## config.mk

```make
export PLATFORM = sky130hd
export DESIGN_NAME = pixq_encoder
export DESIGN_NICKNAME = d
export VERILOG_FILES = /design/src/rtl/pixq_pkg.sv /design/src/rtl/pixq_tree.sv /design/src/rtl/pixq_onehot.sv /design/src/rtl/pixq_encoder.sv
export SDC_FILE = /design/constraint.sdc
export NUM_CORES = 1
export LEC_CHECK = 0
export BUFFER_PORTS_ARGS = -buffer_cell sky130_fd_sc_hd__buf_2
export CAP_MARGIN = 20
export CORE_MARGIN = 5
export CORE_UTILIZATION = 57
export CTS_CLUSTER_DIAMETER = 100
export CTS_CLUSTER_SIZE = 28
export DETAILED_ROUTE_END_ITERATION = 6
export GPL_TIMING_DRIVEN = 0
export PLACE_DENSITY = 0.78
export RECOVER_POWER = 50
export SLEW_MARGIN = 20
export SYNTH_ARGS = -nofsm -noshare
export SYNTH_HDL_FRONTEND = slang
export SYNTH_HIERARCHICAL = 1
export SYNTH_SLANG_ARGS = --single-unit
```

## constraint.sdc

```tcl
create_clock -name clk -period 6.27 [get_ports clk]
set_input_delay 0.627 -clock clk [delete_from_list [all_inputs] [get_ports clk]]
set_output_delay 0.627 -clock clk [all_outputs]
set_load 0.02 [all_outputs]
```

## src/rtl/pixq_pkg.sv

```systemverilog
`timescale 1ns/1ps
package pixq_pkg;
    typedef enum logic {
        ST_IDLE  = 1'b0,
        ST_SERVE = 1'b1
    } pixq_state_t;
endpackage

```

## src/rtl/pixq_tree.sv

```systemverilog
`timescale 1ns/1ps
// OR tree with lower-branch priority; address bits are formed one level at a time.
module pixq_tree #(
    parameter int N  = 256,
    parameter int AW = $clog2(N)
) (
    input  logic [N-1:0]  leaves,
    output logic          any,
    output logic [AW-1:0] idx
);
    logic          nany [AW+1][N];
    logic [AW-1:0] nidx [AW+1][N];

    for (genvar k = 0; k < N; k++) begin : g_leaf
        assign nany[0][k] = leaves[k];
        assign nidx[0][k] = '0;
    end

    for (genvar l = 0; l < AW; l++) begin : g_lvl
        for (genvar k = 0; k < (N >> (l + 1)); k++) begin : g_node
            assign nany[l+1][k] = nany[l][2*k] | nany[l][2*k+1];
            assign nidx[l+1][k] = nany[l][2*k] ? nidx[l][2*k]
                                               : (nidx[l][2*k+1] | AW'(1 << l));
        end
    end

    assign any = nany[AW][0];
    assign idx = nany[AW][0] ? nidx[AW][0] : '0;
endmodule

```

## src/rtl/pixq_onehot.sv

```systemverilog
`timescale 1ns/1ps
module pixq_onehot #(
    parameter int N  = 256,
    parameter int AW = $clog2(N)
) (
    input  logic          en,
    input  logic [AW-1:0] idx,
    output logic [N-1:0]  oh
);
    for (genvar i = 0; i < N; i++) begin : g_bit
        assign oh[i] = en && (idx == AW'(i));
    end
endmodule

```

## src/rtl/pixq_encoder.sv

```systemverilog
`timescale 1ns/1ps
module pixq_encoder
    import pixq_pkg::*;
#(
    parameter int NPIX = 256,
    parameter int AW   = $clog2(NPIX)
) (
    input  logic            clk,
    input  logic            rst_n,
    input  logic [NPIX-1:0] req,
    input  logic            slot_tick,
    input  logic            step,
    output logic            any_hit,
    output logic [AW-1:0]   addr,
    output logic [NPIX-1:0] ack
);
    pixq_state_t     state_q, state_d;
    logic [NPIX-1:0] svc_q;
    logic [NPIX-1:0] ack_q;
    logic [NPIX-1:0] grant_oh;
    logic            served;
    logic            last_one;

    pixq_tree #(.N(NPIX), .AW(AW)) u_tree (
        .leaves (svc_q),
        .any    (any_hit),
        .idx    (addr)
    );

    pixq_onehot #(.N(NPIX), .AW(AW)) u_dec (
        .en  (any_hit),
        .idx (addr),
        .oh  (grant_oh)
    );

    assign served   = step && !slot_tick && (state_q == ST_SERVE);
    assign last_one = (grant_oh == svc_q);

    always_comb begin
        state_d = state_q;
        unique case (state_q)
            ST_IDLE: begin
                if (slot_tick && |req) state_d = ST_SERVE;
            end
            ST_SERVE: begin
                if (slot_tick)                state_d = |req ? ST_SERVE : ST_IDLE;
                else if (served && last_one)  state_d = ST_IDLE;
            end
            default: state_d = ST_IDLE;
        endcase
    end

    always_ff @(posedge clk) begin
        if (!rst_n) state_q <= ST_IDLE;
        else        state_q <= state_d;
    end

    always_ff @(posedge clk) begin
        if (!rst_n) begin
            svc_q <= '0;
            ack_q <= '0;
        end else if (slot_tick) begin
            svc_q <= req;
            ack_q <= '0;
        end else if (served) begin
            svc_q <= svc_q & ~grant_oh;
            ack_q <= grant_oh;
        end else begin
            ack_q <= '0;
        end
    end

    assign ack = ack_q;
endmodule

```

### Word-level counts from Yosys, hierarchy flattened

Index checks and enable logic that the tools add are counted.

| storage, ports and cells | value |
|---|---|
| register bits after elaboration | 513 |
| bits of input ports | 260 |
| output and inout port bits | 265 |
| logic and storage cells | 1047 |

| operators by class | value |
|---|---|
| eq/ne operators | 256 |
| muxes and demuxes | 263 |
| bitwise operators | 260 |
| reductions and logical operators | 265 |

Operator list:

| kind | number |
|---|---|
| == test 8 bit, second input constant | 128 |
| two-way mux 8 bit | 65 |
| == test 8 x 7 -> 1 bit, second input constant | 64 |
| two-way mux 256 bit | 2 |
| logical AND 1 bit | 260 |
| AND 256 bit | 1 |
| == test 256 bit | 1 |
| == test 8 x 6 -> 1 bit, second input constant | 32 |
| inverter 256 bit | 1 |
| OR reduction 256 bit | 1 |
| OR 1 bit | 255 |
| two-way mux 1 bit | 132 |
| == test 8 x 5 -> 1 bit, second input constant | 16 |
| two-way mux 7 bit | 13 |
| == test 8 x 4 -> 1 bit, second input constant | 8 |
| two-way mux 2 bit | 32 |
| == test 8 x 3 -> 1 bit, second input constant | 4 |
| two-way mux 6 bit | 5 |
| two-way mux 3 bit | 7 |
| two-way mux 5 bit | 4 |
| == test 8 x 2 -> 1 bit, second input constant | 2 |
| == test 8 x 1 -> 1 bit, second input constant | 1 |
| logical NOT 8 bit | 1 |
| two-way mux 4 bit | 2 |
| 5 further kinds | 7 |

### Logic depth before layout (Yosys ltp)

Gate-level depths: netlist (run 1).

| depth | value |
|---|---|
| depth in word-level cells | 16 |
| gate-level depth with buffers | 20 |
| depth with buffers taken out | 17 |

### By module

The synthesis (run 1) kept the hierarchy.

Modules (own cells, without submodules):

| module | times used | cells each | area each (µm²) | seq. area each (µm²) |
|---|---|---|---|---|
| pixq_encoder | 1 | 2937 | 23991.8 | 10269.8 |
| pixq_tree | 1 | 500 | 2895.3 | 0.0 |
| pixq_onehot | 1 | 373 | 2099.5 | 0.0 |

### Worst setup path after synthesis (run 1)

No wires, ideal clock.

| path | value |
|---|---|
| kind | register to register |
| start point | reg svc_q[9] |
| end point | reg state_q |
| setup time | 123 ps |
| arrival | 5479 ps |
| data required time | 6147 ps |
| path slack | 667 ps |
| stages on the path, launching flop included | 20 |
| buffers on the path | 4 |
| clock period less this slack | 5603 ps |
| path through | dfxtp_1 > nor4_2 > nand4_2 > or4_1 > buf_2 > nor3_2 > nand2_1 > o22ai_1 > buf_2 > nand4bb_1 > buf_2 > buf_2 > nor3_1 > inv_1 > ha_1 > nand4_1 > or4_1 > or4_1 > nor4_1 > o21ai_1 |

| on the way | value |
|---|---|
| word-level cells in the longest chain between the ends | 16 |
| elaborated cells between the ends (all ways) | 533 |
| those cells by class | 256 x eq/ne; 11 x mux; 8 x bitwise; 258 x reduce/logical |

RTL lines:

| what | line | RTL |
|---|---|---|
| start, declared | pixq_encoder.sv:18 | `logic [NPIX-1:0] svc_q;` |
| start signal, assigned | pixq_encoder.sv:63 | `svc_q <= req;` |
| start signal, assigned | pixq_encoder.sv:66 | `svc_q <= svc_q & ~grant_oh;` |
| OR 1 bit * (2 in series) | pixq_tree.sv:21 | `assign nany[l+1][k] = nany[l][2*k] \| nany[l][2*k+1];` |
| two-way mux 8 bit / OR 1 bit (equally long branches) (6 in series) | pixq_tree.sv:22, pixq_tree.sv:21 |  |
| two-way mux 8 bit * | pixq_tree.sv:28 | `assign idx = nany[AW][0] ? nidx[AW][0] : '0;` |
| net addr[7] | pixq_encoder.sv:14 | `output logic [AW-1:0] addr,` |
| == test 8 x 6 -> 1 bit * | pixq_onehot.sv:11 | `assign oh[i] = en && (idx == AW'(i));` |
| logical AND 1 bit * | pixq_onehot.sv:11 |  |
| net grant_oh[50] | pixq_encoder.sv:20 | `logic [NPIX-1:0] grant_oh;` |
| == test 256 bit * | pixq_encoder.sv:37 | `assign last_one = (grant_oh == svc_q);` |
| logical AND 1 bit * | pixq_encoder.sv:47 | `else if (served && last_one) state_d = ST_IDLE;` |
| two-way mux 1 bit * | pixq_encoder.sv:47 |  |
| two-way mux 1 bit * | pixq_encoder.sv:46 | `if (slot_tick) state_d = \|req ? ST_SERVE : ST_IDLE;` |
| case mux 1 bit (2 select lines) * | pixq_encoder.sv:41 | `unique case (state_q)` |
| end signal, assigned | pixq_encoder.sv:55 | `else state_q <= state_d;` |
| end, declared | pixq_encoder.sv:17 | `pixq_state_t state_q, state_d;` |

Mark *: on every way through the listed nets, which the timed path passes. The rest lies on a longest branch.
A chain may end at the register's enable or synchronous reset.

### Final worst setup path (run 1)

| path | value |
|---|---|
| start point | reg svc_q[37] |
| end point | reg state_q |

| on the way | value |
|---|---|
| word-level cells in the longest chain between the ends | 16 |
| elaborated cells between the ends (all ways) | 533 |
| those cells by class | 256 x eq/ne; 11 x mux; 8 x bitwise; 258 x reduce/logical |

RTL lines:

| what | line |
|---|---|
| OR 1 bit * | pixq_tree.sv:21 |
| two-way mux 8 bit / OR 1 bit (equally long branches) (7 in series) | pixq_tree.sv:22, pixq_tree.sv:21 |
| two-way mux 8 bit | pixq_tree.sv:28 |
| == test 8 x 5 -> 1 bit | pixq_onehot.sv:11 |
| logical AND 1 bit * | pixq_onehot.sv:11 |
| net grant_oh[25] | pixq_encoder.sv:20 |
| == test 256 bit * | pixq_encoder.sv:37 |
| logical AND 1 bit * | pixq_encoder.sv:47 |
| two-way mux 1 bit * | pixq_encoder.sv:47 |
| two-way mux 1 bit * | pixq_encoder.sv:46 |
| case mux 1 bit (2 select lines) * | pixq_encoder.sv:41 |

Marks and branches as above.

==> summary.md, run 1 <==
| Metric | Value |
|---|---|
| Startpoint Class | register |
| DR WL/cell | about 24 µm |
| Post-Syn Area per Cell | around 7.6 µm² |
| Sequential Area | between 10000 and 15000 µm² |
| Worst Path Max Fanout | 10 |
| FF-to-FF setup slack | -0.03 ns |
| Design area | 33700 µm² |
| Vias per cell | about 6 |
| Vias in the first global route | ~29000 |
| DRC Markers | 0 |
| CTS tree | done |
| Number of fill cells | between 4000 and 5000 |
| Max-slew violation count | 0 |
| Die width | between 200 and 250 µm |
| Maximum clock rate | about 160 MHz |
| Violated checks | negative setup slack |
| Area post-placement | around 32000 µm² |
| Worst-Margin Slew | roughly 1.2 ns |
| Slew HR | 0.176 |
| Worst min-delay path startpoint | req[84] |
| Buffers on Ports | around 520 |
| Top FF cell, synth | dfxtp_1 |
| Final Critical Period | about 6.3 ns |
| Clk pin slew, worst setup/hold paths | approximately 0.12 ns |
| Period utilisation layout | 1.01 |
| First-pass GRT wire length | ~180 mm |
| Final WS setup | -0.0315 ns |
| Clk_skew | just over 0.03 ns |
| Worst skew pair latency | just over 0.6 ns |
| Register area share after synthesis | 0.354 |
| Commonest non-fill, non-tap cell in the layout | a21oi_1 |
| Max-Cap Viols | 0 |
| Nets | 4889 |
| Initial Utilization | 0.577 |
| Hold Path End | svc_q[84]$_SDFFE_PN0P_ |
| Final wirelength | roughly 120 mm |
| H-tree level count | 1 |
| Top Ports | 525 |
| Clk buf depth | 3 |
| Cell Pwr Density | between 200 and 250 nW/µm² |
| Final antenna-violating net count | 0 |
| CTS Buf Count | 24 |
| Die footprint | about 55000 µm² |
| Largest net degree at the start of global routing | 29 |
| Hold Crit Depth | 3 |
| Post-synth net total | roughly 4300 |
| Outcome | finished, violations left |
| Share of cells above drive strength 1 | 0.110 |
| Synth Register Bits | between 500 and 600 |
| Static Leak | 0.0128 µW |
| Asr flop ratio synth | 0 |
| Non-Filler Instances | roughly 5100 |
| Die Y | approximately 240 µm |
| Vias | between 30000 and 40000 |
| Final setup fails | 1 |
| CTS Hold Bufs | 0 |
| Reg-to-Reg Start | svc_q[37]$_SDFFE_PN0P_ |
| Clock Sinks | between 500 and 600 |
| Number of cells after detailed placement | roughly 5000 |
| EDFF count, synth | 0 |
| Crit path DAT | 6.80 ns |
| Syn. warnings | 6 |
| Setup CP Type | reg2reg |
| Crit. End Element | register |
| Drt pass-1 iters | 7 |
| Total congestion overflow | 0 |
| Area of the multi-input gates | 17100 µm² |
| R2R Path End | state_q$_SDFF_PN0_ |
| Core footprint | 50300 µm² |
| Post-synth cell types | 69 |
| Initial antenna violation count | 3 |
| Syn Inst Count | roughly 3800 |
| Peak VDD IR | about 0.00025 V |
| Mapped cell area | 29000 µm² |
| Rows | about 80 |
| Area growth syn-to-layout | 16.2% |
| Critical Path RT | between 6 and 7 ns |
| Routability Congestion | about 1 |
| Hold Path Class | in2reg |
| Root Driver | clkbuf_16 |
| Commonest cells after routing, fill and taps aside | a21oi_1, nand2_1, dfxtp_1 |
| Initial DRC Count | between 4000 and 5000 |
| Tot GR Track Use | 0.409 |
| Hpwl dp | 95.0 mm |
| Endpoints failing hold | 0 |
| R2R cell count | 18 |
cell usage after synthesis (5+ instances only):
| cell type | instances | area (µm²) |
|---|---|---|
| ha_1 | 256 | 3200 |
| or4_1 | 9 | 67.6 |
| buf_1 | 22 | 82.6 |
| o21ai_0 | 43 | 215 |
| o31ai_1 | 12 | 90.1 |
| nand2b_1 | 16 | 100 |
| inv_1 | 306 | 1150 |
| and3_1 | 262 | 1640 |
| nor4_2 | 30 | 375 |
| o21bai_1 | 7 | 52.6 |
| nand4bb_1 | 6 | 67.6 |
| o22ai_1 | 6 | 37.5 |
| nand2_1 | 537 | 2020 |
| o31a_1 | 5 | 43.8 |
| a31oi_1 | 6 | 37.5 |
| nor4_1 | 144 | 901 |
| o21ai_1 | 5 | 25.0 |
| a21oi_1 | 574 | 2870 |
| nor2b_1 | 275 | 1720 |
| nor2_1 | 65 | 244 |
| nor3_1 | 254 | 1270 |
| dfxtp_1 | 513 | 10300 |
| buf_2 | 20 | 100 |
| o311ai_0 | 5 | 43.8 |
| a2111oi_0 | 5 | 43.8 |
| clkbuf_1 | 242 | 908 |
| nand3_1 | 9 | 45.0 |
| and2_1 | 10 | 62.6 |
| nand4_1 | 97 | 607 |
per-layer routing:
metal / global-route usage / part of all wire / up-vias
met1: 0.545 / 0.39 / 14500
met4: 0.185 / 0.056 / 6
li1: - / - / 14300
met2: 0.638 / 0.44 / 2023
met5: 0 / 0.00031 / -
met3: 0.0907 / 0.12 / 383
sequential cells by signal, summed over array words and instances, names as in the netlist:
signal and count:
state_q 1, ack 256, svc_q 256
repair_timing:
action                     CTS  global route
buffers inserted             7            11
pin swaps                    9            11
gates resized for setup     82            55
gates cloned                 0             0
setup endpoints to repair    4             1
stage by stage:
stage / utilization / setup WS (ns) / power, µW / setup TNS (ns) / hold WS [ns]
finish: 0.670 / -0.0315 / 7100 / -0.0315 / 0.294
global route: 0.670 / -0.0594 / 7290 / -0.0594 / 0.301
CTS: 0.669 / 0.000787 / 6980 / 0 / 0.278
detailed placement: 0.646 / -2.05 / 5040 / -2.05 / 0.480
global placement: 0.645 / -2.05 / 5030 / -2.05 / 0.465
floorplan: - / 0.667 / 4360 / 0 / 0.453
worst max-delay path by stage:
stage	from	end	slack, ns	depth (start not counted)
final	svc_q[37]$_SDFFE_PN0P_	state_q$_SDFF_PN0_	-0.03	18
after global routing	svc_q[26]$_SDFFE_PN0P_	state_q$_SDFF_PN0_	-0.06	19
after CTS	svc_q[193]$_SDFFE_PN0P_	state_q$_SDFF_PN0_	0.0008	20
after detailed placement	svc_q[25]$_SDFFE_PN0P_	state_q$_SDFF_PN0_	-2.05	19
after global placement	svc_q[25]$_SDFFE_PN0P_	state_q$_SDFF_PN0_	-2.05	19
after floorplan	svc_q[9]$_SDFFE_PN0P_	state_q$_SDFF_PN0_	0.67	19
where the power goes:
part | switching, µW | internal (µW)
Clock | 1150 | 793
Combinational | 1150 | 502
Sequential | 150 | 3350
worst max-delay path: stages, from the launching register on:
cell and delay (ns):
dfxtp_1 0.40, nor4_2 0.52, nand4_1 0.20, or4_1 0.58, buf_2 0.23, nor3_4 0.31
nand2_1 0.17, o22ai_4 0.20, or4b_1 0.74, buf_2 0.36, nor3_2 0.27, inv_1 0.09
ha_1 0.28, nand4_1 0.29, nor4_2 0.34, nand4_1 0.19, or4_4 0.53, nor4_4 0.35
o21ai_1 0.10
area by class of cell:
type,instances,share of cell area
flip-flops and latches,513,0.305
inverters,306,0.0341
well taps,672,0.0250
clock buffers,26,0.0187
multi-input cells,2703,0.507
plain buffers,284,0.0347
repair buffers,541,0.0722
diodes,1,0.0000743
clock inverters,8,0.00342
logic make-up (layout without fill, tap and decap cells):
| family | count (synthesis) | count (layout) | share of synthesized area |
|---|---|---|---|
| simple gates | 1749 | 1749 | 0.327 |
| compound gates | 696 | 696 | 0.128 |
| buf+inv | 594 | 1165 | 0.0788 |
| flops | 513 | 513 | 0.354 |
| other cells | 0 | 1 | 0 |
| mux | 2 | 2 | 0.000734 |
| fa+ha+maj | 256 | 256 | 0.111 |
No activity file was read; power rests on OpenSTA's default activity.
==> inputs of run 2 (changes only) <==
--- a/config.mk
+++ b/config.mk
@@ -7,6 +7,7 @@
 export LEC_CHECK = 0
 export BUFFER_PORTS_ARGS = -buffer_cell sky130_fd_sc_hd__buf_2
 export CAP_MARGIN = 20
+export CORE_ASPECT_RATIO = 1.5
 export CORE_MARGIN = 5
 export CORE_UTILIZATION = 57
 export CTS_CLUSTER_DIAMETER = 100
==> run 2 against run 1 <==
The flow now finishes without violations. Worst setup slack improved by 0.032 ns. Combinational power barely moved. Fmax rose by 0.52%. Sequential share of layout area rose by 0.28 points. Global-route usage fell by 0.21 points. First-iteration DRC count fell by 32%. Clock skew rose by 0.016 ns. Die area rose by 0.17%. Design area fell by 0.91%. Cell count barely moved. Critical path depth did not move. Via count fell by 0.91%. Largest cell class unchanged.
==> summary.md, run 2 (synthesis gave the netlist of run 1 again) <==
| Metric | Value |
|---|---|
| Clk buf depth | 3 |
| Worst-Margin Slew | 1.21 ns |
| Crit. End Element | register |
| Startpoint Class | register |
| CTS Buf Count | 22 |
| Commonest cells after routing, fill and taps aside | a21oi_1, nand2_1, dfxtp_1 |
| Share of cells above drive strength 1 | 0.107 |
| Setup CP Type | reg2reg |
| Final WS setup | ~0.00095 ns |
| Outcome | completed |
| Die Y | roughly 290 µm |
| Final wirelength | ~120 mm |
| Die footprint | ~56000 µm² |
| H-tree level count | 1 |
| Tot GR Track Use | 0.407 |
| Critical Path RT | approximately 6.8 ns |
| Max-slew violation count | 0 |
| Vias per cell | approximately 6 |
| Nets | roughly 4900 |
| Drt pass-1 iters | 6 |
| Number of fill cells | roughly 5000 |
| Max-Cap Viols | 0 |
| CTS tree | done |
| Core footprint | between 50000 and 60000 µm² |
| Period utilisation layout | 1.00 |
| Worst Path Max Fanout | 10 |
| First-pass GRT wire length | around 180 mm |
| Final Critical Period | 6.27 ns |
| Static Leak | ~0.013 µW |
| Initial Utilization | 0.573 |
| Total congestion overflow | 0 |
| Hpwl dp | 94.4 mm |
| Setup tns final | 0 ns |
| DR WL/cell | about 24 µm |
| Slew HR | 0.188 |
| DRC Markers | 0 |
| Clock Sinks | 513 |
| Final setup fails | 0 |
| Crit path DAT | between 6 and 7 ns |
| Buffers on Ports | about 520 |
| Area growth syn-to-layout | 15.1% |
| Vias | 30900 |
| Vias in the first global route | around 30000 |
| Die width | just under 200 µm |
| Commonest non-fill, non-tap cell in the layout | a21oi_1 |
| Top Ports | 525 |
| Initial antenna violation count | 8 |
| Largest net degree at the start of global routing | 29 |
| Routability Congestion | roughly 1.0 |
| Endpoints failing hold | 0 |
| Clk pin slew, worst setup/hold paths | roughly 0.13 ns |
| Maximum clock rate | ~160 MHz |
| Cell Pwr Density | ~210 nW/µm² |
| Final antenna-violating net count | 0 |
| Clk_skew | approximately 0.047 ns |
| Peak VDD IR | between 0.0002 and 0.0003 V |
| Rows | just over 100 |
| CTS Hold Bufs | 0 |
| Initial DRC Count | 2766 |
| Worst skew pair latency | between 0.6 and 0.7 ns |
| Final Core Density | 0.660 |
| Root Driver | clkbuf_16 |
| Setup WS pre-CTS | -1.59 ns |
| Hold Path Class | in2reg |
## run 2: layout make-up
cell class,instances,area (µm²),share of cell area
Multi-Input combinational cell,2703,16900,0.505
Tap cell,669,837,0.0251
Sequential cell,513,10300,0.308
Antenna cell,3,7.51,0.000225
Timing Repair Buffer,545,2460,0.0738
Buffer,286,1190,0.0358
Clock buffer,23,576,0.0172
Inverter,306,1150,0.0344
Clock inverter,1,20.0,0.000600
## run 2: critical path: stages (launching register included)
cell      delay [ns]
dfxtp_1         0.42
nor4_4          0.41
nand4_4         0.29
or4_4           0.65
buf_2           0.21
nor3_4          0.38
o311ai_1        0.30
o21ai_2         0.26
nand3_1         0.15
clkbuf_2        0.39
buf_1           0.37
nor3_1          0.30
inv_1           0.08
ha_1            0.45
nand4_1         0.35
nor4_2          0.64
nand3_1         0.19
nor4_1          0.22
o21ai_1         0.10
## run 2: path summary, 6_finish.rpt
path | from | to | slack, ns | cells after the start
max reg2reg | svc_q[0]$_SDFFE_PN0P_ | state_q$_SDFF_PN0_ | 0.0009 | 18
min | req[109] | svc_q[109]$_SDFFE_PN0P_ | 0.29 | 3
max | svc_q[0]$_SDFFE_PN0P_ | state_q$_SDFF_PN0_ | 0.0009 | 18
min reg2reg | state_q$_SDFF_PN0_ | state_q$_SDFF_PN0_ | 0.50 | 2
## run 2: metal layers
layer | part of all wire | routed length, µm | track usage
met1 | 0.35 | 41700 | 0.445
met2 | 0.46 | 55400 | 0.683
met3 | 0.091 | 11000 | 0.0736
met4 | 0.10 | 12600 | 0.342
met5 | 0.00045 | 54 | 0
## run 2: what timing repair did
item | 4_1_cts | 5_1_grt
setup endpoints to repair | 63 | 1
gates resized for setup | 69 | 36
pin swaps | 10 | 4
setup buffers | 14 | 8
## run 2: per-stage QoR
step	cells	hold slack [ns]	total power, µW	cell area [µm²]
after floorplan	3810	0.453	4360	29000
after global placement	5002	0.474	5040	32400
after detailed placement	5002	0.481	5060	32500
after CTS	5038	0.271	6810	33500
after global routing	5046	0.302	7100	33400
final	5049	0.286	6920	33400
## run 2: power by group
group / internal (µW) / switching, µW / total, µW
sequential: 3350 / 140 / 3490
clock: 670 / 1110 / 1780
combinational: 502 / 1150 / 1650
total: 4520 / 2400 / 6920
